==> config.mk <==
export PLATFORM = sky130hd
export DESIGN_NAME = txn_store_buffer
export DESIGN_NICKNAME = d
export VERILOG_FILES = /design/src/rtl/tsb_pkg.sv /design/src/rtl/tsb_entry_store.sv /design/src/rtl/tsb_ctrl.sv /design/src/rtl/tsb_prefetch.sv /design/src/rtl/txn_store_buffer.sv
export SDC_FILE = /design/constraint.sdc
export NUM_CORES = 2
export LEC_CHECK = 0
export BUFFER_PORTS_ARGS = -buffer_cell sky130_fd_sc_hd__buf_2
export CORE_MARGIN = 1
export CORE_UTILIZATION = 40
export DETAILED_ROUTE_END_ITERATION = 8
export PLACE_DENSITY = 0.51
export SYNTH_ARGS = -nofsm -noshare
export SYNTH_HDL_FRONTEND = slang
export SYNTH_SLANG_ARGS = --single-unit
==> constraint.sdc <==
create_clock -name clk -period 14.4 [get_ports clk]
set_input_delay 1.44 -clock clk [delete_from_list [all_inputs] [get_ports clk]]
set_output_delay 1.44 -clock clk [all_outputs]
set_load 0.01 [all_outputs]
==> src/rtl/tsb_pkg.sv <==
// Shared types for the transactional store buffer.
package tsb_pkg;
    // Controller state: idle, transaction open, commit flush, eager-abort drain.
    typedef enum logic [1:0] {
        TSB_IDLE   = 2'd0,
        TSB_TX     = 2'd1,
        TSB_FLUSH  = 2'd2,
        TSB_LINGER = 2'd3
    } tsb_state_e;
endpackage

==> src/rtl/tsb_entry_store.sv <==
// Word-entry storage kept as a circular queue in capture order.
// Assumes: at most one valid entry per word address (the top merges repeats),
// alloc and merge are never asserted together, and the top never allocates
// into a full queue unless it pops in the same cycle.
module tsb_entry_store #(
    parameter int DEPTH  = 32,
    parameter int ADDR_W = 32,
    parameter int DATA_W = 32,
    parameter int IDX_W  = 5,
    parameter int CNT_W  = 6
) (
    input  logic              clk,
    input  logic              rst_n,
    input  logic              clear_i,
    input  logic              alloc_i,
    input  logic              merge_i,
    input  logic [IDX_W-1:0]  merge_idx_i,
    input  logic              pop_i,
    input  logic [ADDR_W-1:0] wr_addr_i,
    input  logic [DATA_W-1:0] wr_data_i,
    input  logic [ADDR_W-1:0] ld_addr_i,
    output logic              st_hit_o,
    output logic [IDX_W-1:0]  st_idx_o,
    output logic              ld_hit_o,
    output logic [DATA_W-1:0] ld_data_o,
    output logic              head_valid_o,
    output logic [IDX_W-1:0]  head_idx_o,
    output logic [ADDR_W-1:0] head_addr_o,
    output logic [DATA_W-1:0] head_data_o,
    output logic [CNT_W-1:0]  count_o,
    output logic              full_o
);
    logic [DEPTH-1:0]  vld_q;
    logic [ADDR_W-1:0] addr_q [DEPTH];
    logic [DATA_W-1:0] data_q [DEPTH];
    logic [IDX_W-1:0]  head_q, tail_q, ld_idx;
    logic [CNT_W-1:0]  cnt_q;
    logic [DEPTH-1:0]  st_match, ld_match;

    // Advance a queue pointer with wrap at DEPTH.
    function automatic logic [IDX_W-1:0] bump(input logic [IDX_W-1:0] p);
        return (p == IDX_W'(DEPTH - 1)) ? '0 : p + 1'b1;
    endfunction

    // Per-entry address comparators for the store and load ports.
    for (genvar g = 0; g < DEPTH; g++) begin : g_cmp
        assign st_match[g] = vld_q[g] && (addr_q[g] == wr_addr_i);
        assign ld_match[g] = vld_q[g] && (addr_q[g] == ld_addr_i);
    end

    // Encode the single matching entry for each port.
    always_comb begin
        st_hit_o = 1'b0;
        st_idx_o = '0;
        ld_hit_o = 1'b0;
        ld_idx   = '0;
        for (int i = 0; i < DEPTH; i++) begin
            if (st_match[i]) begin
                st_hit_o = 1'b1;
                st_idx_o = IDX_W'(i);
            end
            if (ld_match[i]) begin
                ld_hit_o = 1'b1;
                ld_idx   = IDX_W'(i);
            end
        end
    end

    assign ld_data_o    = data_q[ld_idx];
    assign head_valid_o = vld_q[head_q];
    assign head_idx_o   = head_q;
    assign head_addr_o  = addr_q[head_q];
    assign head_data_o  = data_q[head_q];
    assign count_o      = cnt_q;
    assign full_o       = (cnt_q == CNT_W'(DEPTH));

    // Valid bits, pointers and occupancy; a pop and an alloc may share a slot.
    always_ff @(posedge clk) begin
        if (!rst_n || clear_i) begin
            vld_q  <= '0;
            head_q <= '0;
            tail_q <= '0;
            cnt_q  <= '0;
        end else begin
            if (pop_i) begin
                vld_q[head_q] <= 1'b0;
                head_q        <= bump(head_q);
            end
            if (alloc_i) begin
                vld_q[tail_q] <= 1'b1;
                tail_q        <= bump(tail_q);
            end
            cnt_q <= cnt_q + CNT_W'(alloc_i) - CNT_W'(pop_i);
        end
    end

    // Entry payload: fill on allocation, overwrite data on merge.
    always_ff @(posedge clk) begin
        if (alloc_i) begin
            addr_q[tail_q] <= wr_addr_i;
            data_q[tail_q] <= wr_data_i;
        end else if (merge_i) begin
            data_q[merge_idx_i] <= wr_data_i;
        end
    end
endmodule

==> src/rtl/tsb_ctrl.sv <==
// Transaction controller: latches the mode at begin, tracks the phase and
// decides when the queue may drain. Assumes count_i is the live occupancy.
module tsb_ctrl #(
    parameter int CNT_W  = 6,
    parameter int THRESH = 25
) (
    input  logic               clk,
    input  logic               rst_n,
    input  logic               tx_begin_i,
    input  logic               tx_commit_i,
    input  logic               tx_abort_i,
    input  logic               eager_i,
    input  logic               defer_i,
    input  logic [CNT_W-1:0]   count_i,
    output tsb_pkg::tsb_state_e state_o,
    output logic               eager_o,
    output logic               clear_o,
    output logic               drain_en_o,
    output logic               done_o
);
    import tsb_pkg::*;

    tsb_state_e state_q;
    logic       eager_q, defer_q;
    logic       empty;

    assign empty = (count_i == '0);

    // Phase sequencing and mode capture at transaction start.
    always_ff @(posedge clk) begin
        if (!rst_n) begin
            state_q <= TSB_IDLE;
            eager_q <= 1'b0;
            defer_q <= 1'b0;
        end else begin
            case (state_q)
                TSB_IDLE: if (tx_begin_i) begin
                    state_q <= TSB_TX;
                    eager_q <= eager_i;
                    defer_q <= defer_i;
                end
                TSB_TX: begin
                    if (tx_abort_i)       state_q <= eager_q ? TSB_LINGER : TSB_IDLE;
                    else if (tx_commit_i) state_q <= TSB_FLUSH;
                end
                TSB_FLUSH:  if (empty) state_q <= TSB_IDLE;
                TSB_LINGER: if (empty) state_q <= TSB_IDLE;
                default:    state_q <= TSB_IDLE;
            endcase
        end
    end

    // Drain permission per phase and latched policy.
    always_comb begin
        case (state_q)
            TSB_TX:     drain_en_o = eager_q && (!defer_q || (count_i >= CNT_W'(THRESH)));
            TSB_FLUSH,
            TSB_LINGER: drain_en_o = 1'b1;
            default:    drain_en_o = 1'b0;
        endcase
    end

    assign clear_o = (state_q == TSB_TX) && tx_abort_i && !eager_q;
    assign done_o  = (state_q == TSB_FLUSH) && empty;
    assign state_o = state_q;
    assign eager_o = eager_q;
endmodule

==> src/rtl/tsb_prefetch.sv <==
// Prefetch issuer: registers a one-cycle non-exclusive read request for the
// line of a newly buffered word that the cache probe reported absent.
module tsb_prefetch #(
    parameter int LINE_A_W = 28
) (
    input  logic                clk,
    input  logic                rst_n,
    input  logic                req_i,
    input  logic [LINE_A_W-1:0] line_i,
    output logic                pf_valid_o,
    output logic [LINE_A_W-1:0] pf_line_o
);
    // Hold the request for exactly one cycle; no handshake is needed.
    always_ff @(posedge clk) begin
        if (!rst_n) begin
            pf_valid_o <= 1'b0;
            pf_line_o  <= '0;
        end else begin
            pf_valid_o <= req_i;
            if (req_i) pf_line_o <= line_i;
        end
    end
endmodule

==> src/rtl/txn_store_buffer.sv <==
// Transactional store buffer between a core and its private data cache.
// Routes each core store into the queue, onto the cache port or into a stall.
// Shares the single cache write port between direct stores (priority) and
// draining. Assumes word addresses and a cache port that holds no state.
module txn_store_buffer #(
    parameter int ADDR_W     = 32,
    parameter int DATA_W     = 32,
    parameter int DEPTH      = 32,
    parameter int LINE_W     = 4,
    parameter int THRESH_PCT = 80
) (
    input  logic                     clk,
    input  logic                     rst_n,
    input  logic                     mode_eager_i,
    input  logic                     drain_defer_i,
    input  logic                     tx_begin_i,
    input  logic                     tx_commit_i,
    input  logic                     tx_abort_i,
    input  logic                     st_valid_i,
    input  logic [ADDR_W-1:0]        st_addr_i,
    input  logic [DATA_W-1:0]        st_data_i,
    output logic                     st_ready_o,
    input  logic [ADDR_W-1:0]        ld_addr_i,
    output logic                     ld_hit_o,
    output logic [DATA_W-1:0]        ld_data_o,
    output logic                     cwr_valid_o,
    input  logic                     cwr_ready_i,
    output logic [ADDR_W-1:0]        cwr_addr_o,
    output logic [DATA_W-1:0]        cwr_data_o,
    output logic [ADDR_W-LINE_W-1:0] probe_line_o,
    input  logic                     probe_hit_i,
    output logic                     pf_valid_o,
    output logic [ADDR_W-LINE_W-1:0] pf_line_o,
    output logic                     commit_done_o
);
    import tsb_pkg::*;

    localparam int IDX_W      = (DEPTH > 1) ? $clog2(DEPTH) : 1;
    localparam int CNT_W      = $clog2(DEPTH + 1);
    localparam int LINE_A_W   = ADDR_W - LINE_W;
    localparam int THRESH_RAW = (DEPTH * THRESH_PCT) / 100;
    localparam int THRESH     = (THRESH_RAW < 1) ? 1 : THRESH_RAW;

    tsb_state_e        state;
    logic              eager_q, clear, drain_en;
    logic              st_hit, head_valid, full;
    logic [IDX_W-1:0]  st_idx, head_idx;
    logic [ADDR_W-1:0] head_addr;
    logic [DATA_W-1:0] head_data;
    logic [CNT_W-1:0]  cnt;
    logic              in_tx, can_buf, go_direct, direct_req;
    logic              drain_sel, pop, collide, buf_fire, alloc, merge;

    // Store routing: buffer it, send it past a full queue, or stall it.
    always_comb begin
        in_tx      = (state == TSB_TX);
        can_buf    = in_tx && (st_hit || !full);
        go_direct  = (in_tx && !st_hit && full) || ((state == TSB_IDLE) && (cnt == '0));
        direct_req = st_valid_i && go_direct;
        drain_sel  = drain_en && head_valid && !direct_req;
        pop        = drain_sel && cwr_ready_i;
        collide    = st_hit && (st_idx == head_idx) && pop;
        buf_fire   = st_valid_i && can_buf;
        alloc      = buf_fire && (!st_hit || collide);
        merge      = buf_fire && st_hit && !collide;
        st_ready_o = can_buf || (go_direct && cwr_ready_i);
    end

    // Cache write port mux: a direct store wins over draining.
    always_comb begin
        cwr_valid_o = direct_req || drain_sel;
        cwr_addr_o  = direct_req ? st_addr_i : head_addr;
        cwr_data_o  = direct_req ? st_data_i : head_data;
    end

    assign probe_line_o = st_addr_i[ADDR_W-1:LINE_W];

    tsb_entry_store #(
        .DEPTH(DEPTH), .ADDR_W(ADDR_W), .DATA_W(DATA_W), .IDX_W(IDX_W), .CNT_W(CNT_W)
    ) u_store (
        .clk(clk), .rst_n(rst_n), .clear_i(clear),
        .alloc_i(alloc), .merge_i(merge), .merge_idx_i(st_idx), .pop_i(pop),
        .wr_addr_i(st_addr_i), .wr_data_i(st_data_i), .ld_addr_i(ld_addr_i),
        .st_hit_o(st_hit), .st_idx_o(st_idx), .ld_hit_o(ld_hit_o), .ld_data_o(ld_data_o),
        .head_valid_o(head_valid), .head_idx_o(head_idx), .head_addr_o(head_addr),
        .head_data_o(head_data), .count_o(cnt), .full_o(full)
    );

    tsb_ctrl #(.CNT_W(CNT_W), .THRESH(THRESH)) u_ctrl (
        .clk(clk), .rst_n(rst_n), .tx_begin_i(tx_begin_i), .tx_commit_i(tx_commit_i),
        .tx_abort_i(tx_abort_i), .eager_i(mode_eager_i), .defer_i(drain_defer_i),
        .count_i(cnt), .state_o(state), .eager_o(eager_q), .clear_o(clear),
        .drain_en_o(drain_en), .done_o(commit_done_o)
    );

    tsb_prefetch #(.LINE_A_W(LINE_A_W)) u_pf (
        .clk(clk), .rst_n(rst_n), .req_i(alloc && !probe_hit_i),
        .line_i(st_addr_i[ADDR_W-1:LINE_W]), .pf_valid_o(pf_valid_o), .pf_line_o(pf_line_o)
    );
endmodule

==> run summary <==
The clock input transition at the sequential cells of the worst setup and hold paths came out at 0.06 ns. The sequential cell fraction of total power is 0.461. The tools report the post-CTS repair timing setup buffer count as 0. The run gives 0 as the cts-stage hold buffer count. The endpoint type of the worst setup path is an output port. The worst hold path begins at u_pf.pf_line_o[13]$_SDFFE_PN0P_. The number of slew-limit violations in the final report was 0. The share of the cycle needed by the critical path after routing was 0.703; the internal cell power was 11.0 mW. The detailed router placed 92500 vias in this run. The top fanout value on the critical path was 65. Uppermost layer routed: met5. The fraction of registers with async set/reset was 0; the delay of the slowest cell on the worst path was 0.82 ns.

The distinct cell type count of the synthesized netlist was 86. The detail route stage leaves a number of antenna-violating nets equal to 0. The relative contribution of combinational cells to total power is 0.087, and the net load switching power is 3.83 mW. The hold path depth came out at 2. Buffers placed on the I/O ports in this run total 262. The floorplan step defined a die boundary enclosing 0.309 mm^2. The tools report the core box area as 0.306 mm^2.

The congestion estimate from routability-driven global placement came to 1.06. The top cell types in the final layout, fill and taps aside, are sky130_fd_sc_hd__edfxtp_1 (2048), sky130_fd_sc_hd__xor2_1 (1444), sky130_fd_sc_hd__mux4_2 (654), sky130_fd_sc_hd__nor4_1 (635), sky130_fd_sc_hd__xnor2_1 (599). Average vias per placed instance: 6.83. Entering global routing, the biggest net connects 147 pins. By startpoint and endpoint, the worst setup path is classified as input pin to output port.

Pin placement for this block handled 263 I/O pins. The tools report the maximum vdd drop as 0.0907 mV. The number of antenna violations at the first check in global routing was 65. The final layout contains 9348 nets. The tools report the share of total power in the clock network as 0.452. The minimum clock period after layout was 10.12 ns. For this run, the number of Yosys warnings is 0. The commonest register cell after synthesis is sky130_fd_sc_hd__edfxtp_1. The routed design has 636000 um of wire. The run gives 0.515 as the portion of the post-synthesis area used by sequential elements. In this run the worst hold path is classified as flip-flop to flip-flop.

In this run the critical register-to-register path is launched from u_store.addr_q[24][17]$_DFFE_PP_. The DRC violation count after routing is 0. Final hold analysis gives a worst-case slack of 0.458 ns. The critical path crosses 19 cells after its start point. The area growth from synthesis to layout is 11.9%. The violation count after the first detailed-routing iteration was 14000. The tightest slew margin relative to the limit was 0.0585. Counting both buffers and inverters, the worst setup path holds a total of 7. Wire segments on met2 add up to 277000 um in the final route.

For the initial core utilization, the log shows 0.402. The met3 routed wirelength is 65900 um, and the sum of negative setup slack is 0 ns. The largest individual stage delay along the critical path comes from the cell sky130_fd_sc_hd__or4_1.

The total clock sinks was 2134; the height of the chip was 556 um. The most prevalent standard cell on the critical path was sky130_fd_sc_hd__buf_4. The maximum achievable frequency was 0.0988 GHz. The source-to-sink clock delay at the later pin of the worst-skew pair came out at 0.94 ns. Slew of the pin with the lowest slew margin: 1.40 ns.

The average cell area after synthesis works out to 13.6 um^2. The library cell used most frequently in the layout, excluding fill and tap cells, is sky130_fd_sc_hd__edfxtp_1. STA puts the critical path data required time at 12.96 ns. The post-synthesis net count was 9188; the maximum buffer depth of the clock tree was 4. The worst-case clock skew is 0.0581 ns, and the signal arrival time at the worst endpoint is 8.68 ns. From left edge to right edge, the die measures 556 um. The tree is rooted in a sky130_fd_sc_hd__clkbuf_16.

The leakage power is 43.6 nW, and the global-route wire length before repair is 833000 um. Final hold violation count: 0. The fraction of layout cells with a size suffix above 1 was 0.191; the final HPWL from detailed placement was 436000 um. After global routing the overflow that remains totals 0. Traced cell by cell, the critical path runs through buf_2 > buf_4 > buf_4 > xor2_1 > nor4_1 > nand4_1 > or4_1 > a21oi_1 > o311ai_0 > o211ai_1 > buf_4 > buf_4 > buf_4 > mux2i_1 > nand2_1 > o21ai_0 > o22ai_1 > a211oi_1 > buf_2. Gates resized during post-CTS repair numbered 0. The endpoint of the worst-slack reg-to-reg timing path was u_store.data_q[27][8]$_DFFE_PP_. The fraction of power spent switching nets is 0.258, and the cell count after synthesis is 9059. The count of fill cells added during filler insertion was 27300. The worst-case hold path end point was u_pf.pf_line_o[13]$_SDFFE_PN0P_. Setup repair after global routing left no endpoint under its margin. The combined area of all synthesized cells came out at 0.123 mm^2. Number of iterations in the first detailed-routing pass: 6. The synthesis-stage register bit count was 2134. TritonCTS built the clock tree. The logs give 0 for the final count of negative-setup-slack endpoints and 248000 um for the detailed-route wire length on metal 1. The via count of the first global-routing pass is 88300. The initialized floorplan defines 203 standard-cell rows. Max-cap violations in this run came to 0. In this run, CTS created clock tree buffers numbering 263. For the worst reg-to-reg setup slack, the log shows 6.82 ns. The category of the worst setup path launch point is an input pin. The flow ran to the end, and the final reports show no timing, DRC or antenna violations. Power spread over the standard cell area amounts to 108 mW/mm^2. The routed wirelength normalized by instance count is 46.9 um, and the number of flops mapped to enable cells by yosys is 2048. The worst register-to-register path has a depth of 14. CTS built an H-tree with a depth of 5. Largest delay contributor family on the critical path: buffers and inverters.

For the all-layer global routing usage, the log shows 0.403.
-- cell families after synthesis --
group	after synthesis	synth area share
xor+xnor	2043	0.146
mux	1320	0.176
simple gates	2265	0.104
compound gates	614	0.0315
fa+ha+maj	23	0.00240
buf+inv	660	0.0261
flops	2134	0.515
-- state kept, by name, summed over array words and instances, names as in the netlist, named ones only --
register / flops
u_ctrl.eager_o: 1
u_store.data_q: 1024
u_store.count_o: 6
u_store.addr_q: 1024
u_pf.pf_valid_o: 1
u_ctrl.state_o: 2
u_store.vld_q: 32
u_pf.pf_line_o: 28
u_store.head_idx_o: 5
u_store.tail_q: 5
u_ctrl.defer_q: 1
-- worst max path at each step --
stage / slack (ns) / end / start
2_1_floorplan: 7.72 / u_store.addr_q[15][0]$_DFFE_PP_ / st_addr_i[0]
3_3_place_gp: 4.69 / ld_data_o[30] / ld_addr_i[9]
3_5_place_dp: 4.61 / ld_data_o[1] / ld_addr_i[17]
4_1_cts: 4.60 / ld_data_o[1] / ld_addr_i[17]
5_1_grt: 4.20 / ld_data_o[1] / ld_addr_i[17]
6_report: 4.28 / ld_data_o[30] / ld_addr_i[17]
-- synthesized netlist by cell type (all sizes together), types with 18 or more instances --
cell,count,share of area
mux2,139,0.013
nand2b,52,0.0026
a21oi,71,0.0030
o211ai,35,0.0021
ha,22,0.0022
nand2,447,0.014
or3,31,0.0016
o22ai,39,0.0020
mux4,654,0.12
nand3b,18,0.0011
inv,51,0.0016
nor4,636,0.033
nand4b,64,0.0046
nor3,142,0.0058
a211oi,69,0.0042
buf,383,0.018
nor4b,45,0.0033
nand4,329,0.017
nand3,136,0.0056
and3,23,0.0012
clkbuf,226,0.0069
nor2b,29,0.0015
nor2,191,0.0059
or4,60,0.0037
xor2,1444,0.10
edfxtp,2048,0.50
xnor2,599,0.043
a22oi,60,0.0038
o21ai,254,0.010
and2,20,0.0010
mux2i,527,0.043
dfxtp,86,0.014
-- cell type report --
class	count	area [um^2]	area share
sequential	2134	63200	0.460
multi-input combinational	6265	56800	0.414
clock buffer	318	6930	0.0505
tap	4100	5130	0.0373
timing repair buffer	504	3540	0.0258
clock inverter	147	1480	0.0108
inverter	51	191	0.00139
antenna	30	75.1	0.000546
-- worst min-delay path: cells and delay by family, from the launching register on --
| family | cells | cell delay [ns] |
|---|---|---|
| and+or+nand+nor | 1 | 0.05 |
| muxes | 1 | 0.05 |
| DFF | 1 | 0.31 |
-- power groups by stage --
stage,sequential (mW),combinational (mW),clock (mW)
2_1_floorplan,6.96,0.637,0
6_report,6.83,1.30,6.69
3_3_place_gp,6.96,1.25,0
4_1_cts,6.83,1.25,6.75
3_5_place_dp,6.96,1.25,0
5_1_grt,6.83,1.32,6.95
-- routing by layer --
metal	track usage	vias to the layer above
met1	0.528	48400
li1	-	35700
met5	0	-
met2	0.607	6595
met3	0.0989	1741
met4	0.236	30
-- metrics by stage --
| step | utilization | instances | instance area, um^2 | total power [mW] | setup WS (ns) |
|---|---|---|---|---|---|
| global route | 0.450 | 13500 | 137000 | 15.1 | 4.20 |
| global placement | 0.422 | 13100 | 129000 | 8.22 | 4.69 |
| finish | 0.450 | 13500 | 137000 | 14.8 | 4.28 |
| detailed placement | 0.422 | 13100 | 129000 | 8.21 | 4.61 |
| floorplan | - | 9059 | 123000 | 7.60 | 7.72 |
| CTS | 0.450 | 13500 | 137000 | 14.8 | 4.60 |
(Power assumes the default switching activity.)
